===== src/rtl/mrep_pkg.sv =====
`timescale 1ns/1ps
package mrep_pkg;
    // Report format fixes the count width: 8 data bits plus a sign.
    localparam int CNT_W   = 9;
    localparam int BYTE_W  = CNT_W - 1;
    localparam int NUM_KEY = 3;

    typedef struct packed {
        logic [7:0] status;
        logic [7:0] dx;
        logic [7:0] dy;
    } rpt_t;

    typedef struct packed {
        logic             clip;
        logic [CNT_W-1:0] val;
    } shaped_t;
endpackage


===== src/rtl/mrep_glitch_filter.sv =====
`timescale 1ns/1ps
// Two-flop synchronizer followed by a run-length filter: the output follows
// the input only after HOLD consecutive clocks of a differing level.
module mrep_glitch_filter #(
    parameter int HOLD = 4
) (
    input  logic clk,
    input  logic rst_n,
    input  logic raw,
    output logic clean
);
    localparam int RW = (HOLD > 1) ? $clog2(HOLD) : 1;
    localparam logic [RW-1:0] LAST = RW'(HOLD - 1);

    typedef struct packed {
        logic [1:0]    sync;
        logic          lvl;
        logic [RW-1:0] run;
    } flt_t;

    flt_t s_q, s_d;

    always_comb begin
        s_d      = s_q;
        s_d.sync = {s_q.sync[0], raw};
        if (s_q.sync[1] == s_q.lvl) begin
            s_d.run = '0;
        end else if (s_q.run == LAST) begin
            s_d.lvl = s_q.sync[1];
            s_d.run = '0;
        end else begin
            s_d.run = s_q.run + 1'b1;
        end
    end

    always_ff @(posedge clk or negedge rst_n) begin
        if (!rst_n) s_q <= '0;
        else        s_q <= s_d;
    end

    assign clean = s_q.lvl;
endmodule


===== src/rtl/mrep_quad_axis.sv =====
`timescale 1ns/1ps
// One axis: filter both phases, decode quadrature steps, keep a saturating
// two's-complement count with a sticky overflow flag.
module mrep_quad_axis
    import mrep_pkg::*;
#(
    parameter int HOLD = 4
) (
    input  logic             clk,
    input  logic             rst_n,
    input  logic             pin_a,
    input  logic             pin_b,
    input  logic             clear,
    output logic [CNT_W-1:0] count,
    output logic             ovf
);
    localparam logic [CNT_W-1:0] TOP = {1'b0, {(CNT_W-1){1'b1}}};
    localparam logic [CNT_W-1:0] BOT = {1'b1, {(CNT_W-1){1'b0}}};

    typedef struct packed {
        logic [1:0]       prev;
        logic [CNT_W-1:0] cnt;
        logic             ovf;
    } axis_t;

    axis_t s_q, s_d;
    logic  fa, fb;
    logic [1:0] cur;
    logic fwd, bwd;
    logic [CNT_W-1:0] base_cnt;
    logic base_ovf;

    for (genvar p = 0; p < 2; p++) begin : g_phase
        if (p == 0) begin : g_a
            mrep_glitch_filter #(.HOLD(HOLD)) u_flt (
                .clk(clk), .rst_n(rst_n), .raw(pin_a), .clean(fa));
        end else begin : g_b
            mrep_glitch_filter #(.HOLD(HOLD)) u_flt (
                .clk(clk), .rst_n(rst_n), .raw(pin_b), .clean(fb));
        end
    end

    assign cur = {fa, fb};

    always_comb begin
        fwd = ((s_q.prev == 2'b00) && (cur == 2'b10)) ||
              ((s_q.prev == 2'b10) && (cur == 2'b11)) ||
              ((s_q.prev == 2'b11) && (cur == 2'b01)) ||
              ((s_q.prev == 2'b01) && (cur == 2'b00));
        bwd = ((s_q.prev == 2'b10) && (cur == 2'b00)) ||
              ((s_q.prev == 2'b11) && (cur == 2'b10)) ||
              ((s_q.prev == 2'b01) && (cur == 2'b11)) ||
              ((s_q.prev == 2'b00) && (cur == 2'b01));
        base_cnt = clear ? '0 : s_q.cnt;
        base_ovf = clear ? 1'b0 : s_q.ovf;

        s_d      = s_q;
        s_d.prev = cur;
        s_d.cnt  = base_cnt;
        s_d.ovf  = base_ovf;
        if (fwd) begin
            if (base_cnt == TOP) s_d.ovf = 1'b1;
            else                 s_d.cnt = base_cnt + 1'b1;
        end else if (bwd) begin
            if (base_cnt == BOT) s_d.ovf = 1'b1;
            else                 s_d.cnt = base_cnt - 1'b1;
        end
    end

    always_ff @(posedge clk or negedge rst_n) begin
        if (!rst_n) s_q <= '0;
        else        s_q <= s_d;
    end

    assign count = s_q.cnt;
    assign ovf   = s_q.ovf;
endmodule


===== src/rtl/mrep_report_build.sv =====
`timescale 1ns/1ps
// Combinational report assembly with the optional magnitude speed curve.
module mrep_report_build
    import mrep_pkg::*;
(
    input  logic [CNT_W-1:0]   cnt_x,
    input  logic [CNT_W-1:0]   cnt_y,
    input  logic               ovf_x,
    input  logic               ovf_y,
    input  logic [NUM_KEY-1:0] keys,     // {middle, right, left}
    input  logic               speed_on,
    output rpt_t               rpt
);
    localparam int MW = CNT_W + 1;
    localparam logic [MW-1:0] NEG_LIM = MW'(1) << (CNT_W - 1);
    localparam logic [MW-1:0] POS_LIM = NEG_LIM - 1'b1;

    function automatic logic [MW-1:0] curve(input logic [MW-1:0] m);
        case (m)
            MW'(0):  curve = MW'(0);
            MW'(1):  curve = MW'(1);
            MW'(2):  curve = MW'(1);
            MW'(3):  curve = MW'(3);
            MW'(4):  curve = MW'(6);
            MW'(5):  curve = MW'(9);
            default: curve = m << 1;
        endcase
    endfunction

    function automatic shaped_t shape(input logic [CNT_W-1:0] v, input logic spd);
        logic          neg;
        logic [MW-1:0] mag, c, lim, res;
        neg = v[CNT_W-1];
        mag = neg ? ({1'b0, ~v} + 1'b1) : {1'b0, v};
        c   = spd ? curve(mag) : mag;
        lim = neg ? NEG_LIM : POS_LIM;
        shape.clip = (c > lim);
        if (c > lim) c = lim;
        res = neg ? (~c + 1'b1) : c;
        shape.val = res[CNT_W-1:0];
    endfunction

    shaped_t sx, sy;

    always_comb begin
        sx = shape(cnt_x, speed_on);
        sy = shape(cnt_y, speed_on);
        rpt.status = {ovf_y | sy.clip, ovf_x | sx.clip,
                      sy.val[CNT_W-1], sx.val[CNT_W-1],
                      1'b1, keys[2], keys[1], keys[0]};
        rpt.dx = sx.val[BYTE_W-1:0];
        rpt.dy = sy.val[BYTE_W-1:0];
    end
endmodule


===== src/rtl/motion_report_unit.sv =====
`timescale 1ns/1ps
module motion_report_unit
    import mrep_pkg::*;
#(
    parameter int SENSOR_HOLD_CYC = 15,
    parameter int KEY_HOLD_CYC    = 12000
) (
    input  logic       clk,
    input  logic       rst_n,
    input  logic       qx_a,
    input  logic       qx_b,
    input  logic       qy_a,
    input  logic       qy_b,
    input  logic       btn_left,
    input  logic       btn_mid,
    input  logic       btn_right,
    input  logic       sample_tick,
    input  logic       stream_mode,
    input  logic       report_en,
    input  logic       autospeed_en,
    input  logic       read_req,
    input  logic       report_done,
    output logic       report_due,
    output logic [7:0] rpt_status,
    output logic [7:0] rpt_dx,
    output logic [7:0] rpt_dy
);
    typedef struct packed {
        logic               due;
        rpt_t               rpt;
        logic [NUM_KEY-1:0] last_keys;
    } top_t;

    top_t s_q, s_d;

    logic [CNT_W-1:0]   cnt_x, cnt_y;
    logic               ovf_x, ovf_y;
    logic [NUM_KEY-1:0] keys_raw, keys;
    logic               speed_on, activity, stream_fire;
    rpt_t               built;

    mrep_quad_axis #(.HOLD(SENSOR_HOLD_CYC)) u_axis_x (
        .clk(clk), .rst_n(rst_n), .pin_a(qx_a), .pin_b(qx_b),
        .clear(report_done), .count(cnt_x), .ovf(ovf_x));

    mrep_quad_axis #(.HOLD(SENSOR_HOLD_CYC)) u_axis_y (
        .clk(clk), .rst_n(rst_n), .pin_a(qy_a), .pin_b(qy_b),
        .clear(report_done), .count(cnt_y), .ovf(ovf_y));

    assign keys_raw = {btn_mid, btn_right, btn_left};

    for (genvar k = 0; k < NUM_KEY; k++) begin : g_key
        mrep_glitch_filter #(.HOLD(KEY_HOLD_CYC)) u_deb (
            .clk(clk), .rst_n(rst_n), .raw(keys_raw[k]), .clean(keys[k]));
    end

    assign speed_on = autospeed_en & stream_mode & ~read_req;

    mrep_report_build u_build (
        .cnt_x(cnt_x), .cnt_y(cnt_y), .ovf_x(ovf_x), .ovf_y(ovf_y),
        .keys(keys), .speed_on(speed_on), .rpt(built));

    always_comb begin
        activity    = (keys != s_q.last_keys) || (cnt_x != '0) ||
                      (cnt_y != '0) || ovf_x || ovf_y;
        stream_fire = sample_tick && stream_mode && report_en &&
                      activity && !s_q.due;
        s_d = s_q;
        if (report_done) s_d.due = 1'b0;
        if (read_req || stream_fire) begin
            s_d.due       = 1'b1;
            s_d.rpt       = built;
            s_d.last_keys = keys;
        end
    end

    always_ff @(posedge clk or negedge rst_n) begin
        if (!rst_n) s_q <= '0;
        else        s_q <= s_d;
    end

    assign report_due = s_q.due;
    assign rpt_status = s_q.rpt.status;
    assign rpt_dx     = s_q.rpt.dx;
    assign rpt_dy     = s_q.rpt.dy;
endmodule


===== config.mk =====
export PLATFORM = sky130hd
export DESIGN_NAME = motion_report_unit
export DESIGN_NICKNAME = d
export VERILOG_FILES = /design/src/rtl/mrep_pkg.sv /design/src/rtl/mrep_glitch_filter.sv /design/src/rtl/mrep_quad_axis.sv /design/src/rtl/mrep_report_build.sv /design/src/rtl/motion_report_unit.sv
export SDC_FILE = /design/constraint.sdc
export NUM_CORES = 1
export LEC_CHECK = 0
export ABC_AREA = 0
export BUFFER_PORTS_ARGS = -buffer_cell sky130_fd_sc_hd__buf_2
export CORE_MARGIN = 2
export CORE_UTILIZATION = 45
export DETAILED_ROUTE_END_ITERATION = 7
export MAX_ROUTING_LAYER = met4
export SYNTH_ARGS = -nofsm -noshare
export SYNTH_HDL_FRONTEND = slang
export SYNTH_SLANG_ARGS = --single-unit

===== constraint.sdc =====
create_clock -name clk -period 6.03 [get_ports clk]
set_input_delay 0 -clock clk [delete_from_list [all_inputs] [get_ports clk]]
set_output_delay 0 -clock clk [all_outputs]
set_load 0.005 [all_outputs]

==> results of run 1 <==
## logic make-up (layout without fill, tap and decap cells)
family,count (synthesis),count (layout),synth area share (%)
AND/OR/NAND/NOR,387,387,23.4
AO/OA/AOI/OAI,176,176,15.0
flip-flops,128,128,40.6
XOR/XNOR,81,81,9.00
buffers and inverters,73,123,3.60
adder cells (fa/ha/maj),37,37,5.87
multiplexers,18,18,2.48
## worst max-delay path, stage by stage, from the launching register on
cell and delay (ns):
sky130_fd_sc_hd__dfrtp_1 0.50, sky130_fd_sc_hd__inv_1 0.16, sky130_fd_sc_hd__ha_1 0.27, sky130_fd_sc_hd__or3b_1 0.39
sky130_fd_sc_hd__a221oi_2 0.32, sky130_fd_sc_hd__nand2_1 0.16, sky130_fd_sc_hd__a221o_4 0.44, sky130_fd_sc_hd__nor2_1 0.12
sky130_fd_sc_hd__o22ai_1 0.13, sky130_fd_sc_hd__ha_1 0.34, sky130_fd_sc_hd__a21oi_1 0.13, sky130_fd_sc_hd__o21ai_0 0.09
sky130_fd_sc_hd__a211o_1 0.30, sky130_fd_sc_hd__o211ai_1 0.30, sky130_fd_sc_hd__and2_0 0.21, sky130_fd_sc_hd__nand2_1 0.09
sky130_fd_sc_hd__nand2_1 0.09, sky130_fd_sc_hd__ha_1 0.26, sky130_fd_sc_hd__a21boi_0 0.28, sky130_fd_sc_hd__nor3_1 0.12
sky130_fd_sc_hd__or4_1 0.47, sky130_fd_sc_hd__a32o_1 0.23
## state kept, by name, summed over array words and instances, names as in the netlist, 2 cells and up
register	count
g_key.u_deb.s_q	45
u_axis_x.count	9
u_axis_y.count	9
rpt_dx	8
rpt_dy	8
rpt_status	8
u_axis_x.g_phase.g_a.u_flt.s_q	5
u_axis_x.g_phase.g_b.u_flt.s_q	5
u_axis_y.g_phase.g_a.u_flt.s_q	5
u_axis_y.g_phase.g_b.u_flt.s_q	5
g_key.u_deb.clean	3
g_key.u_deb.s_d	3
u_axis_x.s_q	2
u_axis_y.s_q	2
## layout make-up
| class | count | share of cell area [%] |
|---|---|---|
| multi-input cells | 699 | 49.0 |
| inverters | 29 | 1.21 |
| clock buffers | 21 | 5.35 |
| flip-flops and latches | 128 | 35.6 |
| well taps | 225 | 3.13 |
| repair buffers | 62 | 4.44 |
| clock inverters | 11 | 1.18 |
## metrics by stage
stage               util, %  hold slack (ns)  setup slack, ns  cells  power [mW]
floorplan                 -           -0.296            0.599    900        1.02
finish                 52.1            0.152            0.508   1175        2.08
CTS                    52.1            0.175            0.480   1175        2.11
global placement       48.1           0.0603            0.657   1133        1.08
global route           52.1            0.202           0.0424   1175        2.17
detailed placement     48.1           0.0628            0.538   1133        1.08
## layout by cell type, fill, tap and decap left out, types with 11 or more instances in the layout
cell,instances
sky130_fd_sc_hd__dfrtp_1,128
sky130_fd_sc_hd__nor2_1,123
sky130_fd_sc_hd__nand2_1,95
sky130_fd_sc_hd__nand3_1,52
sky130_fd_sc_hd__a21oi_1,46
sky130_fd_sc_hd__xor2_1,45
sky130_fd_sc_hd__buf_2,38
sky130_fd_sc_hd__ha_1,37
sky130_fd_sc_hd__xnor2_1,36
sky130_fd_sc_hd__o21ai_0,36
sky130_fd_sc_hd__inv_1,28
sky130_fd_sc_hd__nor3_1,20
sky130_fd_sc_hd__clkbuf_16,17
sky130_fd_sc_hd__buf_4,13
sky130_fd_sc_hd__mux2_2,12
sky130_fd_sc_hd__and3_1,11
sky130_fd_sc_hd__o31ai_1,11
sky130_fd_sc_hd__nand4_1,11
## per-layer routing
layer	up-vias	wire, µm	part of all wire [%]
met3	24	779	4.4
li1	3271	-	-
met1	3088	8720	49
met5	-	0	0
met2	144	7850	44
met4	0	302	1.7
## where the power goes
| part | switching (mW) | internal [mW] |
|---|---|---|
| clock | 0.396 | 0.612 |
| sequential | 0.0216 | 0.885 |
| combinational | 0.101 | 0.0637 |
| total | 0.519 | 1.56 |
## how the worst max path moves through the flow
| stage | startpoint | endpoint | slack, ns | depth (start not counted) |
|---|---|---|---|---|
| after CTS | u_axis_x.count[0]$_DFF_PN0_ | rpt_status[4]$_DFFE_PN0P_ | 0.48 | 21 |
| final | u_axis_x.count[0]$_DFF_PN0_ | rpt_status[4]$_DFFE_PN0P_ | 0.51 | 21 |
| after global placement | u_axis_x.count[0]$_DFF_PN0_ | rpt_status[4]$_DFFE_PN0P_ | 0.66 | 21 |
| after floorplan | u_axis_x.count[0]$_DFF_PN0_ | rpt_status[4]$_DFFE_PN0P_ | 0.60 | 24 |
| after global routing | u_axis_x.count[0]$_DFF_PN0_ | rpt_status[4]$_DFFE_PN0P_ | 0.04 | 22 |
| after detailed placement | u_axis_x.count[0]$_DFF_PN0_ | rpt_status[4]$_DFFE_PN0P_ | 0.54 | 22 |
## what timing repair did
item / 4_1_cts / 5_1_grt
hold buffers: 10 / 0
setup endpoints to repair: 0 / 2
resized for setup: 0 / 1
endpoints found under the hold margin: 83 / 0
==> results by group, run 1 <==
STA
  • Number of max-slew violations in the final report: 0
  • Setup repair after global routing missed its margin: false
  • Number of endpoints failing setup at the final stage: 0
  • Worst slew margin relative to its limit: 20.7%
  • Setup TNS: 0 ns
  • Share of the clock period used by the worst path after layout: 91.6%
  • Actual transition at the worst max-transition pin: 1.19 ns
  • Time the worst path needs with I/O delays and setup: 5.52 ns
  • Setup Skew: 0.00824 ns
  • Final Hold Fails: 0
  • Max Fclk: 181 MHz

Yosys
  • Instance count of the mapped netlist: 900
  • Async set or reset register ratio after synthesis: 100%
  • Largest cells by area after synthesis: sky130_fd_sc_hd__dfrtp_1 41%, sky130_fd_sc_hd__nor2_1 5.9%, sky130_fd_sc_hd__ha_1 5.9%
  • Most frequently used cell type in the post-synthesis netlist: sky130_fd_sc_hd__dfrtp_1
  • Predominant post-synthesis flop cell: sky130_fd_sc_hd__dfrtp_1
  • Yosys reg bits: 128
  • Number of distinct standard cells referenced by the synthesized netlist: 72
  • Number of flops mapped to enable cells by yosys: 0
  • Count of warnings emitted by yosys: 0
  • Post-synth net total: 952
  • Yosys top cell area share: 40.6%
  • Share of the yosys chip area belonging to registers: 40.6%
  • Most common library cells after synthesis: 128 x sky130_fd_sc_hd__dfrtp_1, 124 x sky130_fd_sc_hd__nor2_1, 95 x sky130_fd_sc_hd__nand2_1
  • Area of the mapped netlist: 7880 µm²
  • Synth area leader: sky130_fd_sc_hd__dfrtp_1
  • Synth Area per Inst: 8.76 µm²

CTS
  • Post-CTS setup buffers: 0
  • Clock slew at reported path FFs: 0.06 ns
  • Number of levels the H-tree was split into: 4
  • Clock root buffer master: sky130_fd_sc_hd__clkbuf_16
  • Source-to-sink clock delay at the later pin of the worst-skew pair: 0.42 ns
  • CTS tree: done
  • Total CTS buffers: 17
  • Clk buf depth: 2
  • Sinks on Clock Net: 128

Layout
  • Diodes inserted: 0
  • Number of filler cells placed in the layout: 1,643
  • Nets: 989
  • Layout cell share with drive strength beyond 1: 12.6%
  • Area taken by flip-flops and latches: 3200 µm²
  • Finished layout cell area: 8990 µm²
  • Area occupied by multi-input gates: 4410 µm²
  • Area growth from synthesis to layout: 14.0%

Global routing
  • Most Crowded Layer GR: met2
  • Met2 routing resource usage after global routing: 30.6%
  • Congestion Overflow GR: 0
  • Global-route wire length before repair: 30,000 µm
  • Total routing usage reported by global routing: 20.9%
  • Met1 usage: 28.8%
  • Pin count of the biggest net entering global routing: 71
  • Global routing met3 resource utilization: 4.10%
  • Vias in the first global route: 6,048
  • Initial antenna violation count: 0

Worst hold path
  • Type of the most critical hold path: in -> async

Route
  • Routed WL per cell: 15.0 µm
  • Vias per cell: 5.55
  • Total via count in the routed design: 6,527
  • Length of the first detailed-routing pass in iterations: 5
  • Iteration-0 DRC Markers: 397
  • Remaining antenna violation count: 0
  • Number of DRC violations after detailed routing: 0
  • Total Wirelength: 17,700 µm

Worst setup path
  • Critical path startpoint category: flop
  • Crit path arrival time: 5.83 ns
  • Classification of the worst setup path: reg -> reg
  • Worst Reg2Reg Path Length in Cells: 21
  • Startpoint of the most critical register-to-register path: u_axis_x.count[0]$_DFF_PN0_
  • Required time at the endpoint of the critical path: 6.34 ns
  • Flop2flop setup slack: 0.51 ns
  • CP max FO: 11
  • Setup crit end kind: flop
  • R2R Path End: rpt_status[4]$_DFFE_PN0P_

Pwr
  • Total power divided by cell area: 231 nW/µm²
  • Highest ir drop seen on vdd: 0.000204 V
  • Leak pwr: 4.22 nW

Floorplan
  • Floorplan die area: 18,600 µm²
  • Std-Cell Core Area: 17,200 µm²
  • Initial core utilization: 45.7%
  • Die X: 136 µm
  • Die height: 136 µm
  • Number of standard-cell rows in the floorplan: 48
  • IO Count: 40

Run status
  • Outcome: completed

Job
  • Max capacitance violation total: 0

Place
  • Placed instance area: 8290 µm²
  • Number of buffers inserted by port buffering: 39
  • Detailed placer's ending HPWL: 12,100 µm
  • Final weighted congestion in routability-driven placement: 0.895
(Power assumes the default switching activity.)
==> run 2, diff against run 1 <==
--- a/config.mk
+++ b/config.mk
@@ -13,4 +13,5 @@
 export MAX_ROUTING_LAYER = met4
 export SYNTH_ARGS = -nofsm -noshare
 export SYNTH_HDL_FRONTEND = slang
+export SYNTH_HIERARCHICAL = 1
 export SYNTH_SLANG_ARGS = --single-unit
==> results by group, run 2 <==
Run status
  • Outcome: completed

Route
  • Iteration-0 DRC Markers: 502 (+26%)
  • Number of DRC violations after detailed routing: 0 (unchanged)
  • Remaining antenna violation count: 0 (unchanged)
  • Routed WL per cell: 15.4 µm (+2.7%)
  • Vias per cell: 5.60 (+0.87%)
  • Total Wirelength: 20,500 µm (+16%)
  • Length of the first detailed-routing pass in iterations: 7 (+2)
  • Total via count in the routed design: 7,441 (+14%)

Layout
  • Area growth from synthesis to layout: 6.99%
  • Commonest cells after routing, fill and taps aside: 131 x sky130_fd_sc_hd__dfrtp_1, 95 x sky130_fd_sc_hd__nand2_1, 87 x sky130_fd_sc_hd__nor2_1
  • Most flop-heavy register: g_key.u_deb/s_q
  • Diodes inserted: 0 (unchanged)
  • Share of the core filled with cells in the final layout: 48.7% (-3.4 points)
  • Finished layout cell area: 10,200 µm² (+13%)
  • Number of filler cells placed in the layout: 2,000 (+22%)
  • Largest register FFs: 45 (unchanged)
  • Nets: 1,096 (+11%)
  • Most common cell after layout, fill and taps aside: sky130_fd_sc_hd__dfrtp_1
  • Layout cell share with drive strength beyond 1: 14.2% (+1.6 points)

Yosys
  • Async set or reset register ratio after synthesis: 100% (unchanged)
  • Yosys reg bits: 131 (+2.3%)
  • Count of warnings emitted by yosys: 6 (+6)
  • Largest cells by area after synthesis: sky130_fd_sc_hd__dfrtp_1 34%, sky130_fd_sc_hd__ha_1 5.3%, sky130_fd_sc_hd__xnor2_1 4.8%
  • Share of the yosys chip area belonging to registers: 34.5% (-6.2 points)
  • Predominant post-synthesis flop cell: sky130_fd_sc_hd__dfrtp_1
  • Number of distinct standard cells referenced by the synthesized netlist: 89 (+24%)
  • Synth area leader: sky130_fd_sc_hd__dfrtp_1
  • Area of the mapped netlist: 9510 µm² (+21%)
  • Synth Area per Inst: 9.03 µm² (+3.1%)
  • Most frequently used cell type in the post-synthesis netlist: sky130_fd_sc_hd__dfrtp_1
  • Instance count of the mapped netlist: 1,053 (+17%)
  • Number of flops mapped to enable cells by yosys: 0 (unchanged)
  • Yosys top cell area share: 34.5% (-6.2 points)
  • Most common library cells after synthesis: 131 x sky130_fd_sc_hd__dfrtp_1, 95 x sky130_fd_sc_hd__nand2_1, 87 x sky130_fd_sc_hd__nor2_1
  • Post-synth net total: 1,108 (+16%)

Place
  • Placed instance area: 9530 µm² (+15%)
  • Detailed placer's ending HPWL: 13,700 µm (+13%)
  • Final weighted congestion in routability-driven placement: 0.865 (-3.3%)
  • Number of buffers inserted by port buffering: 39 (unchanged)

CTS
  • Total CTS buffers: 17 (unchanged)
  • Clock root buffer master: sky130_fd_sc_hd__clkbuf_16
  • CTS tree: done
  • Sinks on Clock Net: 131 (+2.3%)
  • Number of levels the H-tree was split into: 4 (unchanged)
  • Source-to-sink clock delay at the later pin of the worst-skew pair: 0.42 ns (about the same)
  • Clk buf depth: 2 (unchanged)
  • Number of gates resized after cts: 0 (unchanged)
  • Clock slew at reported path FFs: 0.06 ns (about the same)

STA
  • Time the worst path needs with I/O delays and setup: 5.41 ns (-0.110 ns)
  • Max Fclk: 185 MHz (+2.0%)
  • Number of max-slew violations in the final report: 0 (unchanged)
  • Final Hold Fails: 0 (unchanged)
  • Worst slew margin relative to its limit: 25.5% (+4.8 points)
  • Setup repair after global routing missed its margin: false
  • Number of endpoints failing setup at the final stage: 0 (unchanged)
  • Share of the clock period used by the worst path after layout: 89.7% (-1.8 points)
  • Actual transition at the worst max-transition pin: 1.12 ns (-0.0710 ns)
  • Setup Skew: 0.0198 ns (+0.0116 ns)
  • Setup TNS: 0 ns (unchanged)

Pwr
  • Design internal power: 1.63 mW (+4.4%)
  • Seq pwr share: 43.4% (-0.2 points)
  • Combinational power share: 12.1% (+4.2 points)
  • Highest ir drop seen on vdd: 0.000167 V (-18%)
  • Leak pwr: 4.34 nW (+2.6%)
  • Total power divided by cell area: 219 nW/µm² (-5.4%)
  • P_sw: 0.598 mW (+15%)
  • Share of power burned in the clock network: 44.5% (-4.0 points)
  • Switching portion of total power: 26.8% (+1.9 points)

Global routing
  • Vias in the first global route: 6,986 (+16%)
  • Initial antenna violation count: 0 (unchanged)
  • Global-route wire length before repair: 34,900 µm (+16%)
  • Congestion Overflow GR: 0 (unchanged)
  • Pin count of the biggest net entering global routing: 81 (+14%)
  • Total routing usage reported by global routing: 19.8% (-1.1 points)

Floorplan
  • IO Count: 40 (unchanged)
  • Floorplan die area: 22,300 µm² (+20%)
  • Initial core utilization: 45.5% (-0.21 points)
  • Number of standard-cell rows in the floorplan: 53 (+10%)
  • Die X: 149 µm (+9.5%)
  • Die height: 149 µm (+9.5%)
  • Std-Cell Core Area: 20,900 µm² (+21%)

Worst setup path
  • Setup crit end kind: flop
  • Crit path arrival time: 5.66 ns (-0.17 ns)
  • Required time at the endpoint of the critical path: 6.28 ns (-0.06 ns)
  • Critical path startpoint category: flop
  • CP max FO: 10 (-1)
  • Classification of the worst setup path: reg -> reg

Worst hold path
  • Type of the most critical hold path: in -> async

Job
  • Max capacitance violation total: 0 (unchanged)
## run 2: cell types whose count changed after synthesis, moves of 16 or more
cell	delta
sky130_fd_sc_hd__buf_4	+50
sky130_fd_sc_hd__nor2_1	-37
sky130_fd_sc_hd__nor2b_1	+34
sky130_fd_sc_hd__a22oi_1	+25
sky130_fd_sc_hd__o211ai_1	+22
sky130_fd_sc_hd__a21oi_1	-17
sky130_fd_sc_hd__xnor2_1	+16
## run 2: worst max-delay path, cell delays in order (launching register included)
cell and delay [ns]:
sky130_fd_sc_hd__dfrtp_1 0.46, sky130_fd_sc_hd__inv_1 0.09, sky130_fd_sc_hd__ha_1 0.19, sky130_fd_sc_hd__or3b_1 0.43
sky130_fd_sc_hd__a211oi_2 0.28, sky130_fd_sc_hd__nand4_1 0.18, sky130_fd_sc_hd__nor3_1 0.43, sky130_fd_sc_hd__mux2i_1 0.13
sky130_fd_sc_hd__o22ai_1 0.28, sky130_fd_sc_hd__ha_1 0.30, sky130_fd_sc_hd__and4_1 0.19, sky130_fd_sc_hd__a31oi_1 0.21
sky130_fd_sc_hd__nand2_1 0.08, sky130_fd_sc_hd__a211o_1 0.27, sky130_fd_sc_hd__nand2_1 0.27, sky130_fd_sc_hd__mux2i_1 0.30
sky130_fd_sc_hd__inv_1 0.07, sky130_fd_sc_hd__ha_1 0.27, sky130_fd_sc_hd__and2_1 0.23, sky130_fd_sc_hd__a21oi_1 0.15
sky130_fd_sc_hd__nand3_1 0.11, sky130_fd_sc_hd__a22oi_1 0.20, sky130_fd_sc_hd__o211ai_1 0.11
## run 2: final cells by class
cell class	count	area (µm²)	share of cell area (%)
multi-input cells	795	5470	53.8
flip-flops and latches	131	3280	32.2
clock buffers	21	460	4.53
repair buffers	60	379	3.73
well taps	275	344	3.38
inverters	36	135	1.33
clock inverters	10	101	0.996
## run 2: per-stage QoR
step / hold slack [ns] / power (mW) / worst slack (ns) / instances
floorplan: -0.296 / 1.20 / 0.957 / 1053
global placement: -0.00326 / 1.25 / 0.821 / 1289
detailed placement: 0.00361 / 1.25 / 0.651 / 1289
CTS: 0.117 / 2.25 / 0.642 / 1328
global route: 0.153 / 2.33 / 0.124 / 1328
finish: 0.107 / 2.23 / 0.618 / 1328
## run 2: final timing paths
| check | from | to | slack [ns] | cells past startpoint |
|---|---|---|---|---|
| max reg2reg | u_axis_y/count[1]$_DFF_PN0_ | rpt_status[5]$_DFFE_PN0P_ | 0.62 | 22 |
| min reg2reg | u_axis_x/g_phase[1].g_b.u_flt/s_d[6]$_DFF_PN0_ | u_axis_x/g_phase[1].g_b.u_flt/s_q[6]$_DFF_PN0_ | 0.35 | 0 |
| max in group asynchronous | rst_n | rpt_dx[4]$_DFFE_PN0P_ | 4.57 | 3 |
| min | rst_n | u_axis_y/g_phase[0].g_a.u_flt/s_q[6]$_DFF_PN0_ | 0.11 | 2 |
| max | u_axis_y/count[1]$_DFF_PN0_ | rpt_status[5]$_DFFE_PN0P_ | 0.62 | 22 |
| min in group clk | report_done | u_axis_y/ovf$_DFF_PN0_ | 0.14 | 2 |
## run 2: timing repair
item,CTS,global route
hold buffers,8,0
hold endpoints to repair,58,0
setup endpoints to repair,0,0
setup buffers,0,0
## run 2: kinds of logic (layout without fill, tap and decap cells)
family / after synthesis / after routing / share of synthesized area, %
compound gates: 193 / 193 / 15.1
other cells: 1 / 1 / 0.0394
mux: 19 / 19 / 2.30
buf+inv: 127 / 127 / 7.95
flops: 131 / 131 / 34.5
fa+ha+maj: 40 / 40 / 5.26
xor+xnor: 87 / 87 / 8.02
simple gates: 455 / 455 / 26.9
## run 2: metal layers
metal  GRT usage [%]  up-vias  share of wire (%)
li1                -     3711                  -
met1            27.1     3566                 49
met2            30.2      139                 46
met3            3.27       25                3.2
met4            5.71        0                1.7
met5               -        -                  0
## run 2: power by group through the flow
stage / clock network (mW) / registers, mW / logic (mW)
2_1_floorplan: 0 / 0.967 / 0.234
3_3_place_gp: 0 / 0.979 / 0.267
3_5_place_dp: 0 / 0.980 / 0.268
4_1_cts: 1.01 / 0.965 / 0.273
5_1_grt: 1.05 / 0.971 / 0.307
6_report: 0.991 / 0.966 / 0.269
